==> src/rtl/rsq_pkg.sv <==
package rsq_pkg;

  typedef enum logic [2:0] {
    ST_PWRT   = 3'd0,
    ST_OSTART = 3'd1,
    ST_RUN    = 3'd2,
    ST_SLEEP  = 3'd3,
    ST_WAKE   = 3'd4
  } seq_st_e;

  localparam logic [1:0] OM_EXT  = 2'b00;
  localparam logic [1:0] OM_RC   = 2'b01;
  localparam logic [1:0] OM_INT  = 2'b10;
  localparam logic [1:0] OM_XTAL = 2'b11;

  localparam int STAT_W  = 4;
  localparam int FL_TOUT = 3;
  localparam int FL_PDN  = 2;
  localparam int FL_PON  = 1;
  localparam int FL_BOUT = 0;

  typedef struct packed {
    logic pwr_on;
    logic brown;
    logic wdog_rst;
    logic wdog_wake;
    logic clr_sleep;
  } rst_ev_t;

endpackage

==> src/rtl/rsq_tick_cnt.sv <==
module rsq_tick_cnt #(
  parameter int LIMIT = 1024
) (
  input  logic clk_i,
  input  logic clr_i,
  input  logic en_i,
  output logic done_o
);
  localparam int CW = (LIMIT > 1) ? $clog2(LIMIT) : 1;
  localparam logic [CW-1:0] LAST = CW'(LIMIT - 1);

  logic [CW-1:0] cnt_q;

  assign done_o = en_i && !clr_i && (cnt_q == LAST);

  always_ff @(posedge clk_i) begin
    if (clr_i)       cnt_q <= '0;
    else if (done_o) cnt_q <= '0;
    else if (en_i)   cnt_q <= cnt_q + 1'b1;
  end

  // the delay count never passes its terminal value
  a_r2_cnt_bound: assert property (@(posedge clk_i) disable iff (clr_i)
    32'(cnt_q) < LIMIT);

  // a completed count restarts from zero
  a_r3_cnt_wrap: assert property (@(posedge clk_i) disable iff (clr_i)
    done_o |=> (cnt_q == '0));
endmodule

==> src/rtl/rsq_status_reg.sv <==
module rsq_status_reg
  import rsq_pkg::*;
(
  input  logic              clk_i,
  input  logic              rst_i,
  input  rst_ev_t           ev_i,
  input  logic              sw_we_i,
  input  logic [STAT_W-1:0] sw_wdata_i,
  output logic [STAT_W-1:0] stat_o
);
  logic [STAT_W-1:0] stat_q;

  always_ff @(posedge clk_i) begin
    if (ev_i.pwr_on) begin
      stat_q[FL_TOUT] <= 1'b1;
      stat_q[FL_PDN]  <= 1'b1;
      stat_q[FL_PON]  <= 1'b0;
      stat_q[FL_BOUT] <= 1'b1;
    end else if (ev_i.brown) begin
      stat_q[FL_TOUT] <= 1'b1;
      stat_q[FL_PDN]  <= 1'b1;
      stat_q[FL_BOUT] <= 1'b0;
    end else if (ev_i.wdog_rst) begin
      stat_q[FL_TOUT] <= 1'b0;
    end else if (ev_i.wdog_wake) begin
      stat_q[FL_TOUT] <= 1'b0;
      stat_q[FL_PDN]  <= 1'b0;
    end else if (ev_i.clr_sleep) begin
      stat_q[FL_PDN]  <= 1'b0;
    end else if (sw_we_i) begin
      stat_q <= sw_wdata_i;
    end
  end

  assign stat_o = stat_q;

  // after power-on ends the flags show the power-on pattern
  a_r7_por_flags: assert property (@(posedge clk_i) disable iff (rst_i)
    $fell(rst_i) |-> (stat_q == 4'b1101));

  // brown-out clears its flag and keeps power-on
  a_r8_bor_flags: assert property (@(posedge clk_i) disable iff (rst_i)
    ev_i.brown |=> (!stat_q[FL_BOUT] && stat_q[FL_TOUT] && stat_q[FL_PDN]
                    && $stable(stat_q[FL_PON])));

  // watchdog reset clears time-out, power-down unchanged
  a_r9_wdt_flags: assert property (@(posedge clk_i) disable iff (rst_i)
    ev_i.wdog_rst |=> (!stat_q[FL_TOUT] && $stable(stat_q[FL_PDN])));

  // master clear in sleep touches power-down only
  a_r11_mclr_sleep: assert property (@(posedge clk_i) disable iff (rst_i)
    ev_i.clr_sleep |=> (!stat_q[FL_PDN] && $stable(stat_q[FL_TOUT])
                        && $stable(stat_q[FL_PON])));
endmodule

==> src/rtl/rsq_seq_fsm.sv <==
module rsq_seq_fsm
  import rsq_pkg::*;
(
  input  logic       clk_i,
  input  logic       por_i,
  input  logic       bor_i,
  input  logic       mclr_n_i,
  input  logic       wdt_to_i,
  input  logic       sleep_i,
  input  logic       wake_i,
  input  logic [1:0] osc_mode_i,
  input  logic       pwrt_en_n_i,
  input  logic       pwrt_done_i,
  input  logic       ost_done_i,
  output logic       pwrt_clr_o,
  output logic       ost_clr_o,
  output rst_ev_t    ev_o,
  output logic       run_o
);
  seq_st_e state_q, nxt, entry_st, wake_st;
  logic    run_q, run_d, xtal;

  assign xtal     = (osc_mode_i == OM_XTAL);
  assign wake_st  = xtal ? ST_WAKE : ST_RUN;
  assign entry_st = !pwrt_en_n_i ? ST_PWRT : (xtal ? ST_OSTART : ST_RUN);

  always_comb begin
    nxt  = state_q;
    ev_o = '0;
    if (por_i) begin
      ev_o.pwr_on = 1'b1;
      nxt = entry_st;
    end else if (bor_i) begin
      ev_o.brown = 1'b1;
      nxt = entry_st;
    end else begin
      case (state_q)
        ST_PWRT:
          if (pwrt_done_i) nxt = xtal ? ST_OSTART : ST_RUN;
        ST_OSTART, ST_WAKE:
          if (ost_done_i) nxt = ST_RUN;
        ST_RUN:
          if (mclr_n_i) begin
            if (wdt_to_i)              ev_o.wdog_rst = 1'b1;
            else if (sleep_i && run_q) nxt = ST_SLEEP;
          end
        ST_SLEEP:
          if (!mclr_n_i) begin
            ev_o.clr_sleep = 1'b1;
            nxt = ST_RUN;
          end else if (wdt_to_i) begin
            ev_o.wdog_wake = 1'b1;
            nxt = wake_st;
          end else if (wake_i) begin
            nxt = wake_st;
          end
        default: nxt = entry_st;
      endcase
    end
  end

  assign run_d = (nxt == ST_RUN) && mclr_n_i && !por_i && !bor_i && !ev_o.wdog_rst;

  always_ff @(posedge clk_i) begin
    state_q <= nxt;
    run_q   <= run_d;
  end

  assign pwrt_clr_o = por_i || bor_i || (state_q != ST_PWRT);
  assign ost_clr_o  = por_i || bor_i || !((state_q == ST_OSTART) || (state_q == ST_WAKE));
  assign run_o      = run_q;

  // the core never runs while asleep
  a_r6_sleep_halts: assert property (@(posedge clk_i) disable iff (por_i)
    (state_q == ST_SLEEP) |-> !run_q);

  // a brown-out with the timer strapped on restarts at the timer
  a_r13_restart: assert property (@(posedge clk_i) disable iff (por_i)
    (bor_i && !pwrt_en_n_i) |=> (state_q == ST_PWRT));

  // no run while a delay stage is active
  a_r1_no_run_in_delay: assert property (@(posedge clk_i) disable iff (por_i)
    ((state_q == ST_PWRT) || (state_q == ST_OSTART) || (state_q == ST_WAKE)) |-> !run_q);
endmodule

==> src/rtl/reset_seq_top.sv <==
module reset_seq_top
  import rsq_pkg::*;
#(
  parameter int PWRT_CYCLES = 18000,
  parameter int OST_TICKS   = 1024
) (
  input  logic              clk_i,
  input  logic              por_i,
  input  logic              bor_i,
  input  logic              mclr_n_i,
  input  logic              wdt_to_i,
  input  logic              sleep_i,
  input  logic              wake_i,
  input  logic              osc_tick_i,
  input  logic [1:0]        osc_mode_i,
  input  logic              pwrt_en_n_i,
  input  logic              sw_we_i,
  input  logic [STAT_W-1:0] sw_wdata_i,
  output logic              run_o,
  output logic [STAT_W-1:0] status_o
);
  logic    pwrt_clr, ost_clr, pwrt_done, ost_done;
  rst_ev_t ev;

  rsq_seq_fsm u_fsm (
    .clk_i      (clk_i),
    .por_i      (por_i),
    .bor_i      (bor_i),
    .mclr_n_i   (mclr_n_i),
    .wdt_to_i   (wdt_to_i),
    .sleep_i    (sleep_i),
    .wake_i     (wake_i),
    .osc_mode_i (osc_mode_i),
    .pwrt_en_n_i(pwrt_en_n_i),
    .pwrt_done_i(pwrt_done),
    .ost_done_i (ost_done),
    .pwrt_clr_o (pwrt_clr),
    .ost_clr_o  (ost_clr),
    .ev_o       (ev),
    .run_o      (run_o)
  );

  rsq_tick_cnt #(.LIMIT(PWRT_CYCLES)) u_pwrt_cnt (
    .clk_i (clk_i),
    .clr_i (pwrt_clr),
    .en_i  (1'b1),
    .done_o(pwrt_done)
  );

  rsq_tick_cnt #(.LIMIT(OST_TICKS)) u_ost_cnt (
    .clk_i (clk_i),
    .clr_i (ost_clr),
    .en_i  (osc_tick_i),
    .done_o(ost_done)
  );

  rsq_status_reg u_flags (
    .clk_i     (clk_i),
    .rst_i     (por_i),
    .ev_i      (ev),
    .sw_we_i   (sw_we_i),
    .sw_wdata_i(sw_wdata_i),
    .stat_o    (status_o)
  );

  // run only follows a cycle with master clear high and no pulse
  a_r1_run_needs_clear: assert property (@(posedge clk_i) disable iff (por_i)
    run_o |-> ($past(mclr_n_i) && !$past(por_i) && !$past(bor_i)));

  // no time-out at all without timer and crystal
  a_r4_no_timeout: assert property (@(posedge clk_i) disable iff (por_i)
    ($fell(por_i) && pwrt_en_n_i && $stable(pwrt_en_n_i) && (osc_mode_i != OM_XTAL)
     && $stable(osc_mode_i) && mclr_n_i && !bor_i && !wdt_to_i) |=> run_o);

  // a watchdog reset while running drops run for one cycle
  a_r9_wdt_dip: assert property (@(posedge clk_i) disable iff (por_i)
    (ev.wdog_rst && !bor_i) |=> !run_o);
endmodule

==> config.mk <==
export PLATFORM = sky130hd
export DESIGN_NAME = reset_seq_top
export DESIGN_NICKNAME = d
export VERILOG_FILES = /design/src/rtl/rsq_pkg.sv /design/src/rtl/rsq_tick_cnt.sv /design/src/rtl/rsq_status_reg.sv /design/src/rtl/rsq_seq_fsm.sv /design/src/rtl/reset_seq_top.sv
export SDC_FILE = /design/constraint.sdc
export NUM_CORES = 1
export LEC_CHECK = 0
export CORE_MARGIN = 1.5
export CORE_UTILIZATION = 67
export DETAILED_ROUTE_END_ITERATION = 8
export DONT_BUFFER_PORTS = 1
export PLACE_DENSITY = 0.95
export RECOVER_POWER = 100
export SLEW_MARGIN = 10
export SYNTH_ARGS = -nofsm -noshare
export SYNTH_HDL_FRONTEND = slang
export SYNTH_HIERARCHICAL = 1
export SYNTH_SLANG_ARGS = --single-unit
==> constraint.sdc <==
create_clock -name clk_i -period 4.95 [get_ports clk_i]
set_input_delay 0.2475 -clock clk_i [delete_from_list [all_inputs] [get_ports clk_i]]
set_output_delay 0.2475 -clock clk_i [all_outputs]
set_load 0.01 [all_outputs]
==> results of run 1 <==
==> synthesized netlist by cell type, drive strengths merged, types with 2 or more instances <==
master   instances
mux2i            4
a21oi            6
inv              7
xnor2           11
o41ai            2
and2             2
nand3           11
o31ai            2
o21ai            7
or3              2
nand2b           2
or4b             2
nand4            9
nand3b           3
nor2            29
dfxtp           33
nand2           15
or4              4
o2111ai          2
nor4             6
xor2             7
buf              8
nor3             6
ha               2
nor2b            3
and4             3
==> per-stage QoR <==
stage	total power, uW	util [%]
2_1_floorplan	313.8	-
3_3_place_gp	312.2	71.43
3_5_place_dp	314.7	71.43
4_1_cts	457.5	73.86
5_1_grt	469.6	72.42
6_report	450.6	72.42
==> critical path, cell delays in order (launching register included) <==
cell and delay [ns]:
dfxtp_1 0.42, ha_1 0.19, nand4_1 0.28, or4_1 0.49, nor2_1 0.20, nor2_1 0.06, o22ai_1 0.17, a41oi_1 0.19
nor4_2 0.33
==> sequential cells by signal, summed over array words and instances (netlist names) <==
register / flops
u_fsm/state_q: 3
u_fsm/run_o: 1
u_flags/stat_o: 4
u_ost_cnt/cnt_q: 10
u_pwrt_cnt/cnt_q: 15
==> how the worst min path moves through the flow <==
stage	from	endpoint	slack [ns]	depth (start not counted)
after floorplan	sw_wdata_i[2]	u_flags/stat_o[2]	0.37	2
after global placement	por_i	u_flags/stat_o[1]	0.32	1
after detailed placement	por_i	u_flags/stat_o[1]	0.32	1
after CTS	por_i	u_flags/stat_o[3]	0.01	2
after global routing	por_i	u_flags/stat_o[2]	0.03	2
final	por_i	u_flags/stat_o[3]	0.03	2
==> power groups by stage <==
stage	sequential, uW	combinational [uW]	clock [uW]
floorplan	280	34.2	0
global placement	283	29.2	0
detailed placement	284	31.1	0
CTS	277	32.0	148
global route	279	34.3	156
finish	278	31.1	142
==> final cells by class <==
class / count / area, sq um / area share [%]
Clock buffer: 6 / 41.29 / 2.260
Clock inverter: 2 / 10.01 / 0.5479
Inverter: 7 / 26.28 / 1.438
Multi-Input combinational cell: 159 / 1041 / 56.99
Sequential cell: 33 / 660.6 / 36.16
Tap cell: 30 / 37.54 / 2.055
Timing Repair Buffer: 1 / 10.01 / 0.5479
==> layout by cell type (no fill, tap or decap), drive strengths merged, types with 6 or more instances in the layout <==
cell	n
o21ai	7
nand2	15
clkbuf	6
xor2	7
a21oi	6
nor2	29
dfxtp	33
nand4	9
nand3	11
xnor2	11
nor4	6
nor3	6
inv	7
==> per-layer routing <==
layer | global-route usage [%] | part of all wire, % | vias up
li1 | - | - | 763
met5 | 0 | 0 | -
met4 | 11.79 | 1.6 | 0
met2 | 43.25 | 48 | 52
met3 | 6.720 | 6.6 | 8
met1 | 27.06 | 44 | 673
==> cells by family (layout without fill, tap and decap cells) <==
kind of cell | count (synthesis) | in the layout | share of synthesized area, %
AND/OR/NAND/NOR | 102 | 102 | 33.31
AO/OA/AOI/OAI | 32 | 32 | 13.49
buffers and inverters | 15 | 16 | 4.405
flip-flops | 33 | 33 | 36.34
other | 1 | 1 | 0.2063
XOR/XNOR | 18 | 18 | 8.672
multiplexers | 4 | 4 | 2.202
adder cells (fa/ha/maj) | 2 | 2 | 1.376
==> timing repair <==
item | CTS | global route
resized for setup | 0 | 0
endpoints found under the hold margin | 2 | 0
hold buffers | 1 | 0
==> impl_metrics.env, run 1 <==
export IMPL_cts_root_buffer="clkbuf_4"
export IMPL_grt_max_degree=15
export IMPL_p_leak_uw=0.0005714
export IMPL_p_comb_share_pct=6.9
export IMPL_place_gp_congestion=0.8702
export IMPL_layout_setup_ws_ns=2.549
export IMPL_p_switching_uw=113.7
export IMPL_dr_pass1_iters=4
export IMPL_power_switching_share_pct=25.23
export IMPL_critPathKind="reg -> reg"
export IMPL_max_cap_viol_count=0
export IMPL_place_ws_ns=2.661
export IMPL_timing_slew_headroom_pct=42.25
export IMPL_seq_area_frac_synth_pct=36.34
export IMPL_routed_via_density=6.286
export IMPL_tightestPinTransition_ns=0.8550
export IMPL_post_cts_buffers=0
export IMPL_cp_arrival_ns=2.65
export IMPL_ant_nets=0
export IMPL_vias=1496
export IMPL_cts_tree="yes"
export IMPL_synth_cell_type_count=52
export IMPL_intPower_uw=336.9
export IMPL_clock_latency_ns=0.34
export IMPL_cts_sinks=33
export IMPL_path_max_fanout=9
export IMPL_endpoint="u_fsm/run_o"
export IMPL_place_inst=229
export IMPL_fin_crit_sh_pct=48.50
export IMPL_clkPwrFrac_pct=31.5
export IMPL_slew_violations=0
export IMPL_port_buffers=0
export IMPL_pin_count=21
export IMPL_ff2ff_path_depth=8
export IMPL_cp_startpoint="u_ost_cnt/cnt_q[0]"
export IMPL_cp_end_kind="flop"
export IMPL_post_route_min_period_ns=2.401
export IMPL_crit_required_ns=5.20
export IMPL_fillers=187
export IMPL_finalSetupTns_ns=0
export IMPL_grt_usage_pct=24.53
export IMPL_cp_start_kind="flop"
export IMPL_synthTopCellsByArea="dfxtp_1 (36%), nor2_1 (6.0%), xnor2_1 (5.3%)"
export IMPL_start_util_pct=72.07
export IMPL_drtIter0Drc=53
export IMPL_instances_no_fill=238
export IMPL_power_density_nw_per_um2=246.7
export IMPL_grt_pass1_vias=1293
export IMPL_cts_made_buffers=5
export IMPL_die_h_microns=55.09
export IMPL_core_sq_um=2522
export IMPL_die_w_microns=55.09
export IMPL_rrSetupSlack_ns=2.55
export IMPL_drive_gt1_share_pct=7.212
export IMPL_drcViolationCount=0
export IMPL_grt_setup_unrepaired="false"
export IMPL_netlist_instances=207
export IMPL_area_delta_synth_final_pct=0.4816
export IMPL_ys_ff_latch=33
export IMPL_yosysWarnings=6
export IMPL_grt_ovfl_total=0
export IMPL_synth_top_area_cell="dfxtp_1"
export IMPL_finish_net_count=225
export IMPL_synth_async_sr_flop_share_pct=0
export IMPL_clock_path_buffers=2
export IMPL_p_seq_share_pct=61.6
export IMPL_peakVddDrop_v=0.0002032
export IMPL_status="completed"
export IMPL_syn_avg_cell_area_sq_um=8.783
export IMPL_grt_pass1_wl_microns=5237
export IMPL_synth_top_area_share_pct=36.34
export IMPL_dpl_hpwl_microns=2572
export IMPL_fp_row_count=18
export IMPL_clkTransAtPathRegs_ns=0.10
export IMPL_synth_edf_count=0
export IMPL_setup_viol=0
export IMPL_dieArea_sq_um=3035
export IMPL_fin_area_sq_um=1827
export IMPL_diodes=0
export IMPL_cts_htree_levels=2
export IMPL_hold_slack_ns=0.02841
export IMPL_hold_class="in -> reg"
export IMPL_grt_antenna_before_repair=0
export IMPL_ys_flop_type="dfxtp_1"
export IMPL_r2r_start="u_ost_cnt/cnt_q[0]"
export IMPL_synth_area_sq_um=1818
export IMPL_clock_skew_ns=0.01027
export IMPL_reg2reg_to="u_fsm/run_o"
export IMPL_syn_num_nets=225
export IMPL_fmax_mhz=416.5
export IMPL_hold_viol=0
export IMPL_totalWireLength_microns=3488
export IMPL_place_area_sq_um=1802
export IMPL_wire_per_inst_microns=14.66
No activity file was read; power rests on OpenSTA's default activity.
==> run 2, diff against run 1 <==
--- a/config.mk
+++ b/config.mk
@@ -6,10 +6,10 @@
 export NUM_CORES = 1
 export LEC_CHECK = 0
 export CORE_MARGIN = 1.5
-export CORE_UTILIZATION = 67
+export CORE_UTILIZATION = 62
 export DETAILED_ROUTE_END_ITERATION = 8
 export DONT_BUFFER_PORTS = 1
-export PLACE_DENSITY = 0.95
+export PLACE_DENSITY = 0.9
 export RECOVER_POWER = 100
 export SLEW_MARGIN = 10
 export SYNTH_ARGS = -nofsm -noshare
==> constraint.sdc (replaced) <==
create_clock -name clk_i -period 2.5 [get_ports clk_i]
set_input_delay 0.125 -clock clk_i [delete_from_list [all_inputs] [get_ports clk_i]]
set_output_delay 0.125 -clock clk_i [all_outputs]
set_load 0.01 [all_outputs]
==> impl_metrics.env, run 2 (synthesized netlist as in run 1, its figures left out) <==
export IMPL_largest_register="u_pwrt_cnt/cnt_q"
export IMPL_p_comb_share_pct=6.9
export IMPL_largest_reg_flops=15
export IMPL_p_leak_uw=0.0006339
export IMPL_totalWireLength_microns=4177
export IMPL_clock_path_buffers=2
export IMPL_status="completed"
export IMPL_drcViolationCount=0
export IMPL_cp_cell_sequence="ha_1 > nand4_2 > or4_1 > nor2_1 > or4b_1 > o41ai_1 > and3_4 > nor4_2"
export IMPL_clkTransAtPathRegs_ns=0.11
export IMPL_drive_gt1_share_pct=8.920
export IMPL_cts_tree="yes"
export IMPL_intPower_uw=806.0
export IMPL_critPathKind="reg -> reg"
export IMPL_pin_count=21
export IMPL_drtIter0Drc=185
export IMPL_cpMaxStageDelayCell="or4_1"
export IMPL_cts_made_buffers=5
export IMPL_dpl_hpwl_microns=2930
export IMPL_slew_violations=0
export IMPL_p_switching_uw=244.3
export IMPL_instances_no_fill=244
export IMPL_vias=1614
export IMPL_critPathTopFamily="simple AND/OR/NAND/NOR gates"
export IMPL_dieArea_sq_um=3266
export IMPL_grt_usage_pct=27.14
export IMPL_area_delta_synth_final_pct=6.056
export IMPL_cts_sinks=33
export IMPL_grt_pass1_wl_microns=6865
export IMPL_core_sq_um=2758
export IMPL_dr_pass1_iters=4
export IMPL_crit_required_ns=2.76
export IMPL_hold_viol=0
export IMPL_cts_htree_levels=2
export IMPL_power_density_nw_per_um2=544.7
export IMPL_post_route_min_period_ns=2.229
export IMPL_hold_class="in -> reg"
export IMPL_grt_ovfl_total=0
export IMPL_crit_buf_inv=0
export IMPL_place_gp_congestion=0.9179
export IMPL_port_buffers=0
export IMPL_power_switching_share_pct=23.26
export IMPL_path_max_fanout=9
export IMPL_grt_pass1_vias=1508
export IMPL_setup_viol=0
export IMPL_finish_net_count=230
export IMPL_tightestPinTransition_ns=0.8454
export IMPL_final_common_cell="dfxtp_1"
export IMPL_die_w_microns=57.15
export IMPL_clkPwrFrac_pct=40.7
export IMPL_wire_per_inst_microns=17.12
export IMPL_p_seq_share_pct=52.4
export IMPL_start_util_pct=65.93
export IMPL_cts_root_buffer="clkbuf_4"
export IMPL_ant_nets=0
export IMPL_die_h_microns=57.15
export IMPL_fin_crit_sh_pct=89.17
export IMPL_finalSetupTns_ns=0
export IMPL_grt_max_degree=15
export IMPL_final_cell_mix="dfxtp_1 (31), nor2_1 (29), nand2_1 (15), nand3_1 (11), xnor2_1 (11)"
export IMPL_place_inst=231
export IMPL_clock_skew_ns=0.01472
export IMPL_routed_via_density=6.615
export IMPL_timing_slew_headroom_pct=42.90
export IMPL_cp_end_kind="flop"
export IMPL_fp_row_count=19
export IMPL_slowest_delay_ns=0.45
export IMPL_peakVddDrop_v=0.0004484
export IMPL_fmax_mhz=448.6
export IMPL_post_cts_buffers=0
export IMPL_grt_antenna_before_repair=0
export IMPL_rrSetupSlack_ns=0.27
export IMPL_cp_start_kind="flop"
export IMPL_diodes=0
export IMPL_max_cap_viol_count=0
export IMPL_grt_setup_unrepaired="false"
export IMPL_cp_arrival_ns=2.49
export IMPL_clock_latency_ns=0.34
[run 2: changes by cell type in the layout (fill, tap and decap cells not counted), sizes merged]
| cell | change |
|---|---|
| dlygate4sd3 | +4 |
| clkinv | -2 |
| buf | +1 |
| bufinv | +1 |
| clkbuf | +1 |
[run 2: timing repair]
item / in CTS / in global routing
endpoints found under the setup margin: 0 / 2
gates resized for setup: 0 / 2
hold buffers: 5 / 0
endpoints found under the hold margin: 7 / 0
[run 2: final timing paths]
kind                                         start                  to  depth (start not counted)
worst max-delay path            u_ost_cnt/cnt_q[1]         u_fsm/run_o                          8
worst max register to register  u_ost_cnt/cnt_q[1]         u_fsm/run_o                          8
worst min-delay path                    osc_tick_i  u_ost_cnt/cnt_q[3]                          3
worst min register to register  u_ost_cnt/cnt_q[6]  u_ost_cnt/cnt_q[6]                          2
[run 2: layout make-up]
type / instances / area (sq um)
timing repair buffer: 6 / 57.56
tap: 31 / 38.79
clock inverter: 1 / 30.03
clock buffer: 7 / 55.05
inverter: 7 / 26.28
sequential: 33 / 663.1
fill: 212 / 829.5
multi-input combinational: 159 / 1057
[run 2: power by group through the flow]
stage / clock (uW) / sequential, uW / combinational [uW]
after floorplan: 0 / 554 / 67.7
after global placement: 0 / 561 / 59.3
after detailed placement: 0 / 562 / 64.0
after CTS: 430 / 549 / 71.5
after global routing: 445 / 552 / 78.7
final: 428 / 551 / 72.1
[run 2: metal layers]
| metal | GRT usage, % | up-vias | part of all wire (%) |
|---|---|---|---|
| li1 | - | 762 | - |
| met1 | 32.42 | 761 | 39 |
| met2 | 48.60 | 83 | 52 |
| met3 | 4.308 | 8 | 6.9 |
| met4 | 10.63 | 0 | 2.1 |
| met5 | 0 | - | 0 |
[run 2: per-stage QoR]
stage | instance area (sq um) | power, uW | hold WS (ns) | setup slack [ns] | utilization (%)
6_report | 1928 | 1050 | 0.009435 | 0.2707 | 69.92
5_1_grt | 1928 | 1075 | 0.04531 | 0.04563 | 69.92
4_1_cts | 1946 | 1051 | 0.01767 | 0.1810 | 70.55
3_5_place_dp | 1810 | 625.5 | 0.2076 | 0.2925 | 65.65
3_3_place_gp | 1810 | 620.0 | 0.1963 | 0.3736 | 65.65
2_1_floorplan | 1818 | 621.4 | 0.2471 | 0.4852 | -
[run 2: worst min-delay path, stage by stage]
cell and delay [ns]:
nand4_1 0.06, xor2_1 0.06, nor2_1 0.08
